==> config.mk <==
export PLATFORM = sky130hd
export DESIGN_NAME = win_page_mapper
export DESIGN_NICKNAME = d
export VERILOG_FILES = /design/src/rtl/wpm_pkg.sv /design/src/rtl/wpm_sync.sv /design/src/rtl/wpm_serial_loader.sv /design/src/rtl/wpm_addr_select.sv /design/src/rtl/win_page_mapper.sv
export SDC_FILE = /design/constraint.sdc
export NUM_CORES = 1
export LEC_CHECK = 0
export CORE_ASPECT_RATIO = 0.7
export CORE_UTILIZATION = 53
export DETAILED_ROUTE_END_ITERATION = 8
export PLACE_DENSITY = 0.83
export SETUP_SLACK_MARGIN = 0.05
export SYNTH_ARGS = -nofsm -noshare
export SYNTH_HDL_FRONTEND = slang
export SYNTH_SLANG_ARGS = --single-unit
==> constraint.sdc <==
create_clock -name clk -period 2.9 [get_ports clk]
set_clock_uncertainty 0.15 [all_clocks]
set_input_delay 0.29 -clock clk [delete_from_list [all_inputs] [get_ports clk]]
set_output_delay 0.29 -clock clk [all_outputs]
set_load 0.01 [all_outputs]
==> src/rtl/wpm_pkg.sv <==
`timescale 1ns/1ps
package wpm_pkg;
  localparam int DEF_WIN_BITS    = 2;
  localparam int DEF_PAGE_BITS   = 5;
  localparam int DEF_OFFS_BITS   = 14;
  localparam int DEF_SYNC_STAGES = 2;
endpackage

==> src/rtl/wpm_sync.sv <==
`timescale 1ns/1ps
module wpm_sync #(
  parameter int WIDTH  = 3,
  parameter int STAGES = 2,
  parameter logic [WIDTH-1:0] RST_VAL = '0
) (
  input  logic             clk,
  input  logic             rst,
  input  logic [WIDTH-1:0] d,
  output logic [WIDTH-1:0] q
);
  logic [WIDTH-1:0] stg [STAGES];

  for (genvar s = 0; s < STAGES; s++) begin : g_stage
    always_ff @(posedge clk) begin
      if (rst) stg[s] <= RST_VAL;
      else if (s == 0) stg[s] <= d;
      else stg[s] <= stg[(s == 0) ? 0 : s-1];
    end
  end

  assign q = stg[STAGES-1];
endmodule

==> src/rtl/wpm_serial_loader.sv <==
`timescale 1ns/1ps
module wpm_serial_loader #(
  parameter int CHAIN_W     = 20,
  parameter int SYNC_STAGES = 2
) (
  input  logic               clk,
  input  logic               rst,
  input  logic               sclk,
  input  logic               cs_n,
  input  logic               sdi,
  output logic [CHAIN_W-1:0] map_q,
  output logic               busy
);
  logic [2:0]         s;
  logic               sclk_d, cs_d;
  logic [CHAIN_W-1:0] chain;
  logic               shift_en, cs_rise, cs_fall;

  // order {sclk, cs_n, sdi}; select idles high
  wpm_sync #(.WIDTH(3), .STAGES(SYNC_STAGES), .RST_VAL(3'b010)) u_sync (
    .clk (clk),
    .rst (rst),
    .d   ({sclk, cs_n, sdi}),
    .q   (s)
  );

  assign shift_en = s[2] & ~sclk_d & ~s[1];
  assign cs_rise  = s[1] & ~cs_d;
  assign cs_fall  = ~s[1] & cs_d;

  always_ff @(posedge clk) begin
    if (rst) begin
      sclk_d <= 1'b0;
      cs_d   <= 1'b1;
      chain  <= '0;
      map_q  <= '0;
      busy   <= 1'b0;
    end else begin
      sclk_d <= s[2];
      cs_d   <= s[1];
      if (shift_en) chain <= {chain[CHAIN_W-2:0], s[0]};
      if (cs_rise) begin
        map_q <= chain;
        busy  <= 1'b0;
      end else if (cs_fall) begin
        busy  <= 1'b1;
      end
    end
  end
endmodule

==> src/rtl/wpm_addr_select.sv <==
`timescale 1ns/1ps
module wpm_addr_select #(
  parameter int WIN_BITS  = 2,
  parameter int PAGE_BITS = 5,
  parameter int OFFS_BITS = 14
) (
  input  logic [(1<<WIN_BITS)*PAGE_BITS-1:0] map_q,
  input  logic [OFFS_BITS+WIN_BITS-1:0]      cpu_addr,
  output logic [OFFS_BITS+PAGE_BITS-1:0]     phys_addr
);
  localparam int NUM_WIN = 1 << WIN_BITS;

  logic [PAGE_BITS-1:0] win_pg [NUM_WIN];
  logic [WIN_BITS-1:0]  sel;

  for (genvar w = 0; w < NUM_WIN; w++) begin : g_win
    assign win_pg[w] = map_q[w*PAGE_BITS +: PAGE_BITS];
  end

  assign sel = cpu_addr[OFFS_BITS +: WIN_BITS];

  always_comb begin
    phys_addr = {win_pg[sel], cpu_addr[OFFS_BITS-1:0]};
  end
endmodule

==> src/rtl/win_page_mapper.sv <==
`timescale 1ns/1ps
module win_page_mapper
  import wpm_pkg::*;
#(
  parameter int WIN_BITS    = DEF_WIN_BITS,
  parameter int PAGE_BITS   = DEF_PAGE_BITS,
  parameter int OFFS_BITS   = DEF_OFFS_BITS,
  parameter int SYNC_STAGES = DEF_SYNC_STAGES
) (
  input  logic                           clk,
  input  logic                           rst,
  input  logic                           spi_sclk,
  input  logic                           spi_cs_n,
  input  logic                           spi_sdi,
  input  logic [OFFS_BITS+WIN_BITS-1:0]  cpu_addr,
  output logic [OFFS_BITS+PAGE_BITS-1:0] phys_addr,
  output logic                           map_busy
);
  localparam int NUM_WIN = 1 << WIN_BITS;
  localparam int CHAIN_W = NUM_WIN * PAGE_BITS;

  logic [CHAIN_W-1:0] map_q;

  wpm_serial_loader #(.CHAIN_W(CHAIN_W), .SYNC_STAGES(SYNC_STAGES)) u_load (
    .clk   (clk),
    .rst   (rst),
    .sclk  (spi_sclk),
    .cs_n  (spi_cs_n),
    .sdi   (spi_sdi),
    .map_q (map_q),
    .busy  (map_busy)
  );

  wpm_addr_select #(.WIN_BITS(WIN_BITS), .PAGE_BITS(PAGE_BITS), .OFFS_BITS(OFFS_BITS)) u_sel (
    .map_q     (map_q),
    .cpu_addr  (cpu_addr),
    .phys_addr (phys_addr)
  );
endmodule

* Yosys cells after proc, flatten, opt, wreduce, memory -nomap -nowiden
Memories as Yosys holds them, arrays and structs flattened.
Index checks and enable logic that the tools add are counted.
** Operators by class
- Muxes and demuxes :: 8
- Bitwise logic cells :: 10
- Magnitude comparators :: 1
- Reductions and logical operators :: 1
** Operators with widths (count)
- 5-bit binary-select mux with 2-bit select :: 1
- 5-bit 2-to-1 mux :: 2
- 3-bit 2-to-1 mux :: 2
- 1-bit bitwise AND :: 4
- 3-bit greater-or-equal comparator (second input constant) :: 1
- 1-bit 2-to-1 mux :: 3
- 1-bit NOT :: 3
- 2-bit NOT with 3-bit output :: 1
- 1-bit bitwise OR :: 2
- 2-bit OR reduction :: 1
** Word-level totals
- Flip-flop bits (word level) :: 43
- Word-level logic and storage cells :: 26
- Memories kept :: 1
- Input bits :: 21
- Bits in writable memories :: 6
** Memories
- u_load.u_sync.stg :: words 2, bits a word 3, read ports 2, clocked after Yosys merged registers in 0, wr ports 2, RTL line wpm_sync.sv:12 : logic [WIDTH-1:0] stg [STAGES];

* Logic depth before layout (Yosys ltp)
- Depth after elaboration :: 4
- Depth in mapped cells :: 4
- Mapped depth without buffers :: 3

* By module
Synthesis repeated with hierarchy kept, for this count alone.
** Second synthesis, totals
- Cells, all modules :: 217
- Area total of the unflattened synthesis :: 1878.1 um2
** Modules (own cells, without submodules)
- wpm_serial_loader :: area an instance 1491.4 um2, cells each 185, instances 1, seq. area each 860.8 um2
- wpm_addr_select :: area an instance 229.0 um2, cells each 20, instances 1, seq. area each 0.0 um2
- wpm_sync :: area an instance 157.7 um2, cells each 12, instances 1, seq. area each 120.1 um2

* Worst setup path after synthesis
OpenSTA, ideal clock, no wires.
- Path kind :: input -> output
- Start :: in cpu_addr[14]
- End :: out phys_addr[14]
- Path slack :: 1456 ps
- Cell stages on the path :: 2
- Buffers on the path :: 1
- Arrival time :: 1004 ps
- Path through :: buf_2 > mux4_2
** On the way
- Word-level cells in the longest chain between the ends :: 4
** RTL lines
- from (decl) :: RTL line win_page_mapper.sv:15 : input logic [OFFS_BITS+WIN_BITS-1:0] cpu_addr,
- 2-bit NOT with 3-bit output (not written as such) :: RTL line wpm_addr_select.sv:23 : phys_addr = {win_pg[sel], cpu_addr[OFFS_BITS-1:0]};
- 5-bit binary-select mux with 2-bit select :: RTL line wpm_addr_select.sv:23
- 5-bit 2-to-1 mux (not written as such) (2 in a row) :: RTL line wpm_addr_select.sv:23
- to (decl) :: RTL line win_page_mapper.sv:16 : output logic [OFFS_BITS+PAGE_BITS-1:0] phys_addr,
Every way passes these cells. The select of a mux whose other input is x is not followed.

* Worst setup path after layout
- Start :: in cpu_addr[14]
- End :: out phys_addr[17]
The elaborated chain is that of the path after synthesis.

==> results.txt <==
CTS Buffer Depth = 2
# rows = 17
syn_area_per_cell = 8.63 sq um
RePlAce Congestion = 0.721
Register-to-Register Path Depth = 3
leak pwr = 0.000639 uW
antenna fix cells = 0
critical path startpoint category = input pin
CP top delay family = buffers and inverters
required time of the worst setup path = 2.46 ns
Crit path depth = 3
Gate Count Post-Synth = 217
most used cell, CP = clkdlybuf4s50_1
crit path kind = in2out
global-route wire length before repair = 5.57 mm
cell area after synthesis = 1870 sq um
Finished Core Util = 61.3%
hold depth = 1
synth-to-layout area growth = 6.62%
Synth area leader = dfxtp_1
fin crit share = 85.2%
CTS Hold Bufs = 0
Filler Cell Count = 295
clock latency on the worst-skew pair = 0.30 ns
worst reg2reg setup slack = 1.37 ns
Max IR drop VDD = 369 uV
sequential share of power = 61.0%
die area = 3780 sq um
CTS tree = yes
Remaining DRCs = 0
outcome = completed
most common cell after layout, fill and taps aside = nand2_1
MaxCap Viol Count = 0
main area contributors after synthesis = dfxtp_1, nand2_1, a21oi_1
Worst Hold Class = reg2reg
worst-path cell chain = clkdlybuf4s50_1, mux4_2, clkdlybuf4s50_1
Crit path largest cell delay = 0.68 ns
max frequency = 0.405 GHz
most frequent cells in the layout = nand2_1, dfxtp_1, a21oi_1
clk root buf = clkbuf_8
Buf+Inv Stages, Crit Path = 2
part of the power in the clock network = 35.3%
Remaining Overflow, GRT = 0
GRT Overall Usage = 20.7%
Hold Fails Final Rpt = 0
combinational share of power = 3.6%
Slew HR = 47.1%
routed vias/inst = 5.21
share of the synthesized area in the top cell type = 52.4%
reg2reg end = u_load.map_q[16]$_SDFFE_PP0P_
Yosys reg bits = 49
worst r2r src = u_load.cs_d$_SDFF_PP1_
IO buf count = 12
io pins = 41
PD cells = 558 nW/um^2
Synth warnings = 0
Final setup viols = 0
Slowest-stage cell, CP = clkdlybuf4s50_1
nets = 232
proportion of layout cells with a drive suffix above 1 = 9.00%
CP arrival = 2.03 ns
WL per Instance = 13.0 um
Sw Pwr = 229 uW
Min Clock Period, post-route = 2.47 ns
setup_tns = 0 ns
Min-Delay Endpoint = u_load.u_sync.stg[1][1]$_SDFF_PP1_
DRT iter0 DRCs = 130
Int Power = 885 uW
max-slew violation count = 0
Initial Utilization = 57.5%
vias in the first global route = 1204
core box area = 3250 sq um
cts bufs inserted = 5
antenna violations before repair = 0
post-CTS setup buffers = 0
overall via count from detail_route = 1344
Crit Path Max Fanout = 5
largest net degree at the start of global routing = 31
switch share = 20.6%
die height = 51.7 um
H-tree depth = 2
actual slew at the worst max-slew pin = 0.794 ns
Netlist cell types = 14
Syn Nets = 238
unrepaired setup endpoints after global routing = false
Detailed Route WL = 3.36 mm
post_cts resized = 0
hold_sp = u_load.u_sync.stg[0][1]$_SDFF_PP1_
post-synthesis sequential area ratio = 52.4%
CTS clk-pin slew, worst paths = 0.08 ns
DIE WIDTH = 73.0 um
Setup crit end kind = primary output
DR pass1 iterations = 4
CTS Sinks = 49
hpwl dp = 2.22 mm
ANT nets after route = 0
area by class of cell:
cell class / count / area, sq um / area share [%]
Sequential cell: 49 / 981 / 49.2
Multi-Input combinational cell: 140 / 714 / 35.8
Timing Repair Buffer: 15 / 155 / 7.77
Clock buffer: 7 / 86.3 / 4.33
Tap cell: 47 / 58.8 / 2.95
logic make-up after synthesis:
| kind of cell | after synthesis | share of synthesized area [%] |
|---|---|---|
| and+or+nand+nor | 94 | 20.9 |
| buffers and inverters | 28 | 9.69 |
| muxes | 5 | 6.02 |
| DFF | 49 | 52.4 |
| AOI/OAI and AO/OA | 41 | 11.0 |
Yosys cell counts:
cell type	number
nor3b_1	1
dfxtp_1	49
mux4_2	5
buf_6	2
nor2b_1	7
buf_2	7
buf_4	14
a21oi_1	41
nand2_1	80
nand2b_1	1
nor2_1	1
clkbuf_1	5
or3b_4	1
or2_2	3
worst register-to-register path, stage by stage (launching register included):
cell      delay (ns)
dfxtp_1         0.35
nand2b_1        0.63
nand2_1         0.15
a21oi_1         0.18
sequential cells by signal, indices dropped and copies added, names as in the netlist:
name	count
u_load.map_q	20
u_load.sclk_d	1
u_load.busy	1
u_load.chain	20
u_load.cs_d	1
u_load.u_sync.stg	6
layer usage:
metal  up-vias  GRT usage (%)  share of wire (%)
met4         0           6.86                1.4
met1       637           26.2                 48
met5         -              0                  0
met2        32           31.6                 45
li1        670              -                  -
met3         5           8.91                6.1
power by group through the flow:
| stage | sequential [uW] | combinational (uW) | clock (uW) |
|---|---|---|---|
| global placement | 696 | 40.3 | 0 |
| detailed placement | 696 | 40.6 | 0 |
| global route | 681 | 44.4 | 434 |
| floorplan | 695 | 43.7 | 0 |
| finish | 680 | 40.4 | 394 |
| CTS | 680 | 40.6 | 407 |
stage by stage:
stage	worst slack, ns	instance area [sq um]	hold slack (ns)	power [uW]	std cells
after global routing	0.388	2000	0.302	1160	258
after CTS	0.421	2000	0.267	1130	258
after detailed placement	0.421	1910	0.248	737	251
final	0.429	2000	0.263	1110	258
after global placement	0.459	1910	0.244	736	251
after floorplan	1.46	1870	0.239	739	217
worst max-delay path by stage:
stage	from	end	slack, ns
finish	cpu_addr[14]	phys_addr[17]	0.43
global route	cpu_addr[14]	phys_addr[17]	0.39
CTS	cpu_addr[14]	phys_addr[17]	0.42
detailed placement	cpu_addr[14]	phys_addr[17]	0.42
global placement	cpu_addr[14]	phys_addr[18]	0.46
floorplan	cpu_addr[14]	phys_addr[14]	1.46
(Power assumes the default switching activity.)
